===== config.mk =====
export PLATFORM = sky130hd
export DESIGN_NAME = bitmap_fetch
export DESIGN_NICKNAME = d
export VERILOG_FILES = /design/src/rtl/bf_pkg.sv /design/src/rtl/bf_scroll_wrap.sv /design/src/rtl/bf_addr_map.sv /design/src/rtl/bf_pix_format.sv /design/src/rtl/bitmap_fetch.sv
export SDC_FILE = /design/constraint.sdc
export NUM_CORES = 1
export LEC_CHECK = 0
export ABC_CLOCK_PERIOD_IN_PS = 31700
export CORE_UTILIZATION = 55
export DETAILED_ROUTE_END_ITERATION = 10
export GPL_ROUTABILITY_DRIVEN = 0
export GPL_TIMING_DRIVEN = 0
export HOLD_SLACK_MARGIN = 0.06
export PLACE_DENSITY = 0.87
export SYNTH_ARGS = -nofsm -noshare
export SYNTH_HDL_FRONTEND = slang
export SYNTH_HIERARCHICAL = 1
export SYNTH_SLANG_ARGS = --single-unit

===== constraint.sdc =====
create_clock -name clk -period 31.7 [get_ports clk]
set_clock_uncertainty 0.1 [all_clocks]
set_input_delay 6.34 -clock clk [delete_from_list [all_inputs] [get_ports clk]]
set_output_delay 6.34 -clock clk [all_outputs]
set_load 0.02 [all_outputs]

===== src/rtl/bf_pkg.sv =====
package bf_pkg;

    parameter int X_W       = 10;
    parameter int Y_W       = 9;
    parameter int BANK_W    = 8;
    parameter int OFS_W     = 14;
    parameter int PIX_W     = 8;
    parameter int PAL_W     = 4;
    parameter int BYTE_BITS = 8;

    localparam int SX_W      = X_W + 1;
    localparam int SY_W      = Y_W + 1;
    localparam int SPAN_BITS = OFS_W - BYTE_BITS;
    localparam int NIB_W     = PIX_W / 2;
    localparam int IDX_W     = 3;

    typedef enum logic [1:0] {
        MODE_256X192 = 2'd0,
        MODE_320X256 = 2'd1,
        MODE_640X256 = 2'd2,
        MODE_SPARE   = 2'd3
    } lay_mode_e;

    typedef struct packed {
        logic [X_W-1:0] x;
        logic [Y_W-1:0] y;
    } coord_t;

    typedef struct packed {
        logic [BANK_W-1:0] bank;
        logic [OFS_W-1:0]  ofs;
        logic              lo_nib;
        logic              packed4;
        logic [PAL_W-1:0]  pal;
    } fetch_t;

    function automatic lay_mode_e to_mode(input logic [1:0] code);
        lay_mode_e m;
        case (code)
            2'd1:    m = MODE_320X256;
            2'd2:    m = MODE_640X256;
            default: m = MODE_256X192;
        endcase
        return m;
    endfunction

    function automatic int mode_width(input int m);
        return (m == 2) ? 640 : (m == 1) ? 320 : 256;
    endfunction

    function automatic int mode_height(input int m);
        return (m == 0) ? 192 : 256;
    endfunction

endpackage


===== src/rtl/bf_scroll_wrap.sv =====
module bf_scroll_wrap
    import bf_pkg::*;
(
    input  lay_mode_e mode,
    input  coord_t    beam,
    input  coord_t    shift,
    output coord_t    pos
);
    localparam int NUM_MODES = 3;

    logic [SX_W-1:0] xsum;
    logic [SY_W-1:0] ysum;
    logic [NUM_MODES-1:0][SX_W-1:0] xfold;
    logic [NUM_MODES-1:0][SY_W-1:0] yfold;

    assign xsum = SX_W'(beam.x) + SX_W'(shift.x);
    assign ysum = SY_W'(beam.y) + SY_W'(shift.y);

    // One constant-divisor fold per geometry; the mode picks one.
    for (genvar m = 0; m < NUM_MODES; m++) begin : g_fold
        localparam logic [SX_W-1:0] WLIM = SX_W'(mode_width(m));
        localparam logic [SY_W-1:0] HLIM = SY_W'(mode_height(m));
        assign xfold[m] = xsum % WLIM;
        assign yfold[m] = ysum % HLIM;
    end

    always_comb begin
        case (mode)
            MODE_320X256: begin
                pos.x = xfold[1][X_W-1:0];
                pos.y = yfold[1][Y_W-1:0];
            end
            MODE_640X256: begin
                pos.x = xfold[2][X_W-1:0];
                pos.y = yfold[2][Y_W-1:0];
            end
            default: begin
                pos.x = xfold[0][X_W-1:0];
                pos.y = yfold[0][Y_W-1:0];
            end
        endcase
    end
endmodule


===== src/rtl/bf_addr_map.sv =====
module bf_addr_map
    import bf_pkg::*;
(
    input  lay_mode_e         mode,
    input  coord_t            pos,
    input  logic [BANK_W-1:0] first_bank,
    output logic [BANK_W-1:0] bank,
    output logic [OFS_W-1:0]  ofs,
    output logic              lo_nib
);
    logic [IDX_W-1:0] bank_idx;
    logic [X_W-2:0]   col;

    assign col = pos.x[X_W-1:1];

    always_comb begin
        case (mode)
            MODE_320X256: begin
                bank_idx = pos.x[SPAN_BITS+IDX_W-1:SPAN_BITS];
                ofs      = {pos.x[SPAN_BITS-1:0], pos.y[BYTE_BITS-1:0]};
                lo_nib   = 1'b0;
            end
            MODE_640X256: begin
                bank_idx = col[SPAN_BITS+IDX_W-1:SPAN_BITS];
                ofs      = {col[SPAN_BITS-1:0], pos.y[BYTE_BITS-1:0]};
                lo_nib   = pos.x[0];
            end
            default: begin
                bank_idx = {1'b0, pos.y[BYTE_BITS-1:SPAN_BITS]};
                ofs      = {pos.y[SPAN_BITS-1:0], pos.x[BYTE_BITS-1:0]};
                lo_nib   = 1'b0;
            end
        endcase
        bank = first_bank + BANK_W'(bank_idx);
    end
endmodule


===== src/rtl/bf_pix_format.sv =====
module bf_pix_format
    import bf_pkg::*;
(
    input  logic [PIX_W-1:0] data,
    input  logic             packed4,
    input  logic             lo_nib,
    input  logic [PAL_W-1:0] pal,
    output logic [PIX_W-1:0] index
);
    logic [NIB_W-1:0] hi, lo, sel;

    assign hi  = data[PIX_W-1:NIB_W];
    assign lo  = data[NIB_W-1:0];
    assign sel = lo_nib ? lo : hi;

    always_comb begin
        if (packed4) index = {pal, sel};
        else         index = {hi + pal, lo};
    end
endmodule


===== src/rtl/bitmap_fetch.sv =====
module bitmap_fetch
    import bf_pkg::*;
(
    input  logic              clk,
    input  logic              rst,
    input  logic              beam_vld,
    input  logic [X_W-1:0]    beam_x,
    input  logic [Y_W-1:0]    beam_y,
    input  logic [1:0]        mode,
    input  logic [BANK_W-1:0] first_bank,
    input  logic [X_W-1:0]    scroll_x,
    input  logic [Y_W-1:0]    scroll_y,
    input  logic [PAL_W-1:0]  pal_ofs,
    output logic              addr_vld,
    output logic [BANK_W-1:0] addr_bank,
    output logic [OFS_W-1:0]  addr_ofs,
    input  logic [PIX_W-1:0]  mem_data,
    output logic              pix_vld,
    output logic [PIX_W-1:0]  pix_index
);
    lay_mode_e         md;
    coord_t            beam, shift, pos;
    logic [BANK_W-1:0] bank_c;
    logic [OFS_W-1:0]  ofs_c;
    logic              lo_c;
    logic [PIX_W-1:0]  idx_c;

    fetch_t            st1_q;
    logic              vld1_q, vld2_q;
    logic [PIX_W-1:0]  idx_q;

    assign md    = to_mode(mode);
    assign beam  = '{x: beam_x, y: beam_y};
    assign shift = '{x: scroll_x, y: scroll_y};

    bf_scroll_wrap u_wrap (
        .mode  (md),
        .beam  (beam),
        .shift (shift),
        .pos   (pos)
    );

    bf_addr_map u_map (
        .mode       (md),
        .pos        (pos),
        .first_bank (first_bank),
        .bank       (bank_c),
        .ofs        (ofs_c),
        .lo_nib     (lo_c)
    );

    bf_pix_format u_fmt (
        .data    (mem_data),
        .packed4 (st1_q.packed4),
        .lo_nib  (st1_q.lo_nib),
        .pal     (st1_q.pal),
        .index   (idx_c)
    );

    always_ff @(posedge clk) begin
        if (rst) begin
            st1_q  <= '0;
            vld1_q <= 1'b0;
            vld2_q <= 1'b0;
            idx_q  <= '0;
        end else begin
            vld1_q <= beam_vld;
            vld2_q <= vld1_q;
            if (beam_vld) begin
                st1_q.bank    <= bank_c;
                st1_q.ofs     <= ofs_c;
                st1_q.lo_nib  <= lo_c;
                st1_q.packed4 <= (md == MODE_640X256);
                st1_q.pal     <= pal_ofs;
            end
            if (vld1_q) idx_q <= idx_c;
        end
    end

    assign addr_vld  = vld1_q;
    assign addr_bank = st1_q.bank;
    assign addr_ofs  = st1_q.ofs;
    assign pix_vld   = vld2_q;
    assign pix_index = idx_q;
endmodule


==> Word level (Yosys, flattened, before mapping) <==
Index checks and enable logic that the tools add are counted.
{ "word_totals": {"register_bits": 38, "in_bits": 63, "wordCells": 26} }
{ "op_classes": {"add_sub_neg": 4, "div_mod_pow": 3, "n_eq_ne": 4, "mux": 7} }
{ "ops": {"columns": ["cell", "count"], "rows": [
  ["one-hot mux 19 bit (2 select lines)", 1],
  ["one-hot mux 14 bit (2 select lines)", 1],
  ["adder 10 x 10 -> 11 bit", 1],
  ["modulo 11 x 10 -> 11 bit, second input constant", 1],
  ["modulo 11 x 9 -> 11 bit, second input constant", 1],
  ["adder 9 x 9 -> 10 bit", 1],
  ["modulo 10 x 8 -> 10 bit, second input constant", 1],
  ["adder 8 x 3 -> 8 bit", 1],
  ["two-way mux 8 bit", 1],
  ["one-hot mux 3 bit (2 select lines)", 1],
  ["adder 4 bit", 1],
  ["equality test 2 x 1 -> 1 bit, second input constant", 2],
  ["equality test 2 bit, second input constant", 2],
  ["two-way mux 4 bit", 1],
  ["one-hot mux 2 bit (2 select lines)", 1],
  ["two-way mux 1 bit", 1]
]} }

==> Depth between registers and ports, before layout <==
{ "depth": {"depth_word": 6, "ltp_mapped": 45, "mapped_depth_nobuf": 45} }

==> Cells and area by module <==
Netlist, hierarchy kept.
{ "by_module_without_submodules": {"columns": ["module", "n_inst", "cells_per_inst", "area_per_inst_um2", "seq_area_each_um2"], "rows": [
  ["bf_scroll_wrap", 1, 234, 1701.6, 0.0],
  ["bitmap_fetch", 1, 144, 1514.0, 760.7],
  ["bf_addr_map", 1, 82, 496.7, 0.0],
  ["bf_pix_format", 1, 32, 261.5, 0.0]
]} }

==> Worst setup path after synthesis <==
OpenSTA, ideal clock, no wires.
{ "synth_timing": {"path_kind": "input -> register", "start": "input beam_x[0]", "end": "register st1_q (netlist bit addr_bank[4])", "setup_ns": 0.114, "t_arrival_ns": 14.343, "required_time_ns": 31.486, "setup_slack_ns": 17.142, "cell_stages": 43, "path_buffers": 0, "cell_sequence": "ha_1 fa_1 a211oi_1 o21ai_1 a31oi_1 nor2b_1 o21ai_0 nand2b_1 ha_1 o211a_1 nor2_1 a31oi_1 ha_1 nand2_1 nor4_1 nand2_1 or3b_4 o31ai_4 [... 7 more ...] ha_1 o21a_1 o21ai_1 nand2b_1 and2_1 or3_1 o41a_1 mux2i_1 a21oi_1 a22oi_1 o21ai_0 ha_1 fa_1 a21oi_1 nor2b_1 xor2_1 mux2i_1 nor2_1"} }
{ "synth_lines": {"columns": ["element", "line", "rtl"], "rows": [
  ["start, declared", "bitmap_fetch.sv:7", "input logic [X_W-1:0] beam_x,"],
  ["end, declared", "bitmap_fetch.sv:28", "fetch_t st1_q;"]
]} }

==> impl_metrics.toml <==
[run_status]
status = "finished, final reports clean"

[synth]
syn_inst = 490
syn_nets = 600
synth_area_um2 = 3960
avgSynthCellArea_um2 = 8.09
synth.yosys.warnings = 6

[cts]
htreeDepth = 2
cts_setup_buffers = 0
cts_buffers = 5
cts_num_sinks = 38
path_clk_slew_ns = 0.07
cts_root_buf = "clkbuf_8"
postCtsHoldBufs = 0
ctsResizeCount = 0
cts_tree = "done"
clock_path_buffers = 2
clk_latency_ns = 0.29

[worst_setup_path]
start_kind = "input port"
required_ns = 31.78
rr_startpoint = "st1_q[2]"
cp.arrival_ns = 15.91
cpMaxStageDelayCell = "fa_1"
worst_path_dominant_cell_family = "compound AO/OA/AOI/OAI gates"
crit_top_cell = "ha_1"
worst_setup_path_end_kind = "flop"
setup.worst_path.class = "in2reg"
r2r_setup_slack_ns = 29.90
reg2reg_to = "pix_index[7]"
critPathMaxFanout = 5
rr_worst_depth = 6
cp_slowest_stage_delay_ns = 0.45
critPathBufInv = 1

[finish]
area_delta_synth_final_pct = 28.6
drive_above_1_share_pct = 10.0
final_common_cell = "clkdlybuf4s50_1"
final_cell_mix = "clkdlybuf4s50_1, nor2_1, ha_1"
antenna_cells = 0
stdcell_area_um2 = 5100
final_nets = 700

[pwr]
pwr-share-clk_pct = 15.7
power.density_nw_per_um2 = 41.5
power_switching_mw = 0.0838
swShare_pct = 39.6
seq_power_share_pct = 25.8
irDropWorstVdd_v = 0.0000283
p_comb_share_pct = 58.5
power.internal_mw = 0.128
leakage_nw = 2.20

[global_route]
track_usage_pct = 25.2
grt_pass1_vias = 3523
antenna_found_initial = 0
overflow = 0
grt_pass1_wl_um = 15500
grt_max_degree = 11

[worst_hold_path]
hold_class = "reg2reg"
holdPathEnd = "pix_index[1]"
holdPathStages = 2
min_from = "pix_index[1]"

[floorplanning]
initial_core_util_pct = 57.7
dieArea_um2 = 7550
die_h_um = 86.9
die_w_um = 86.9
rows = 30
pin_count = 95
design.core.area_um2 = 6870

[detailed_routing]
first_pass_iters = 5
vias_per_cell = 5.66
drt_wl_total_um = 9600
drc = 0
antenna_left = 0
vias = 3877
wl_per_cell_um = 14.0
drt_iter0_drc = 223

[sta]
max_slew_margin_pct = 57.9
fin_tns_setup_ns = 0
hold_viol = 0
worst_slack_ns = 15.87
worst_slew_pin_slew_ns = 0.626
drv_slew = 0
clock.fmax_ghz = 0.0632
period_minus_slack_ns = 15.83
rsz0062_at_grt = "false"
period_share_pct = 49.9
setup_viol = 0

[run]
cap_violations = 0

[place]
dpl_worst_slack_ns = 15.67
dp_hpwl_um = 7540
postPlaceCellArea_um2 = 5010
port_buffers = 93
-- worst register-to-register path, cell delays in order (launching register included) --
cell and delay [ns]:
dfxtp_1 0.33, ha_1 0.35, or4b_1 0.49, o311ai_1 0.11, o211ai_2 0.12, mux2i_1 0.16, nor2_1 0.05
-- how the worst max path moves through the flow --
stage | startpoint | endpoint | depth (start not counted)
after floorplan | beam_x[0] | addr_bank[4] | 43
after global placement | beam_x[0] | addr_bank[4] | 44
after detailed placement | beam_x[0] | addr_bank[6] | 44
after CTS | beam_x[0] | addr_bank[6] | 44
after global routing | beam_x[0] | addr_bank[6] | 44
final | beam_x[0] | addr_bank[6] | 44
-- power groups by stage --
stage / combinational [mW] / clock [mW] / sequential, mW
6_report: 0.124 / 0.0332 / 0.0545
5_1_grt: 0.135 / 0.0351 / 0.0550
4_1_cts: 0.123 / 0.0331 / 0.0545
3_5_place_dp: 0.121 / 0 / 0.0555
3_3_place_gp: 0.116 / 0 / 0.0553
2_1_floorplan: 0.0878 / 0 / 0.0557
-- layout make-up --
class,instances,area (µm²)
Multi-Input combinational cell,387,2820
Fill cell,521,1770
Timing Repair Buffer,93,931
Sequential cell,38,761
Buffer,43,302
Tap cell,96,120
Clock buffer,6,82.6
Inverter,22,82.6
-- flip-flops by register name, summed over array words and instances (netlist names) --
signal	cells
addr_ofs	14
addr_bank	8
pix_index	8
st1_q	6
addr_vld	1
pix_vld	1
-- per-stage QoR --
step / hold slack, ns / utilization (%) / instances / power, mW
detailed placement: 0.382 / 73.0 / 679 / 0.177
CTS: 0.401 / 74.2 / 685 / 0.210
global route: 0.426 / 74.2 / 685 / 0.226
finish: 0.397 / 74.2 / 685 / 0.212
floorplan: 0.351 / - / 490 / 0.144
global placement: 0.371 / 73.0 / 679 / 0.172
-- per-layer routing --
metal	up-vias	share of wire (%)	wire, µm	track usage (%)
met5	-	0	0	0
met4	0	0.85	82	5.91
met3	9	5.3	508	3.22
met2	122	48	4620	43.5
met1	1812	46	4390	33.3
li1	1934	-	-	-
No activity file was read; power rests on OpenSTA's default activity.
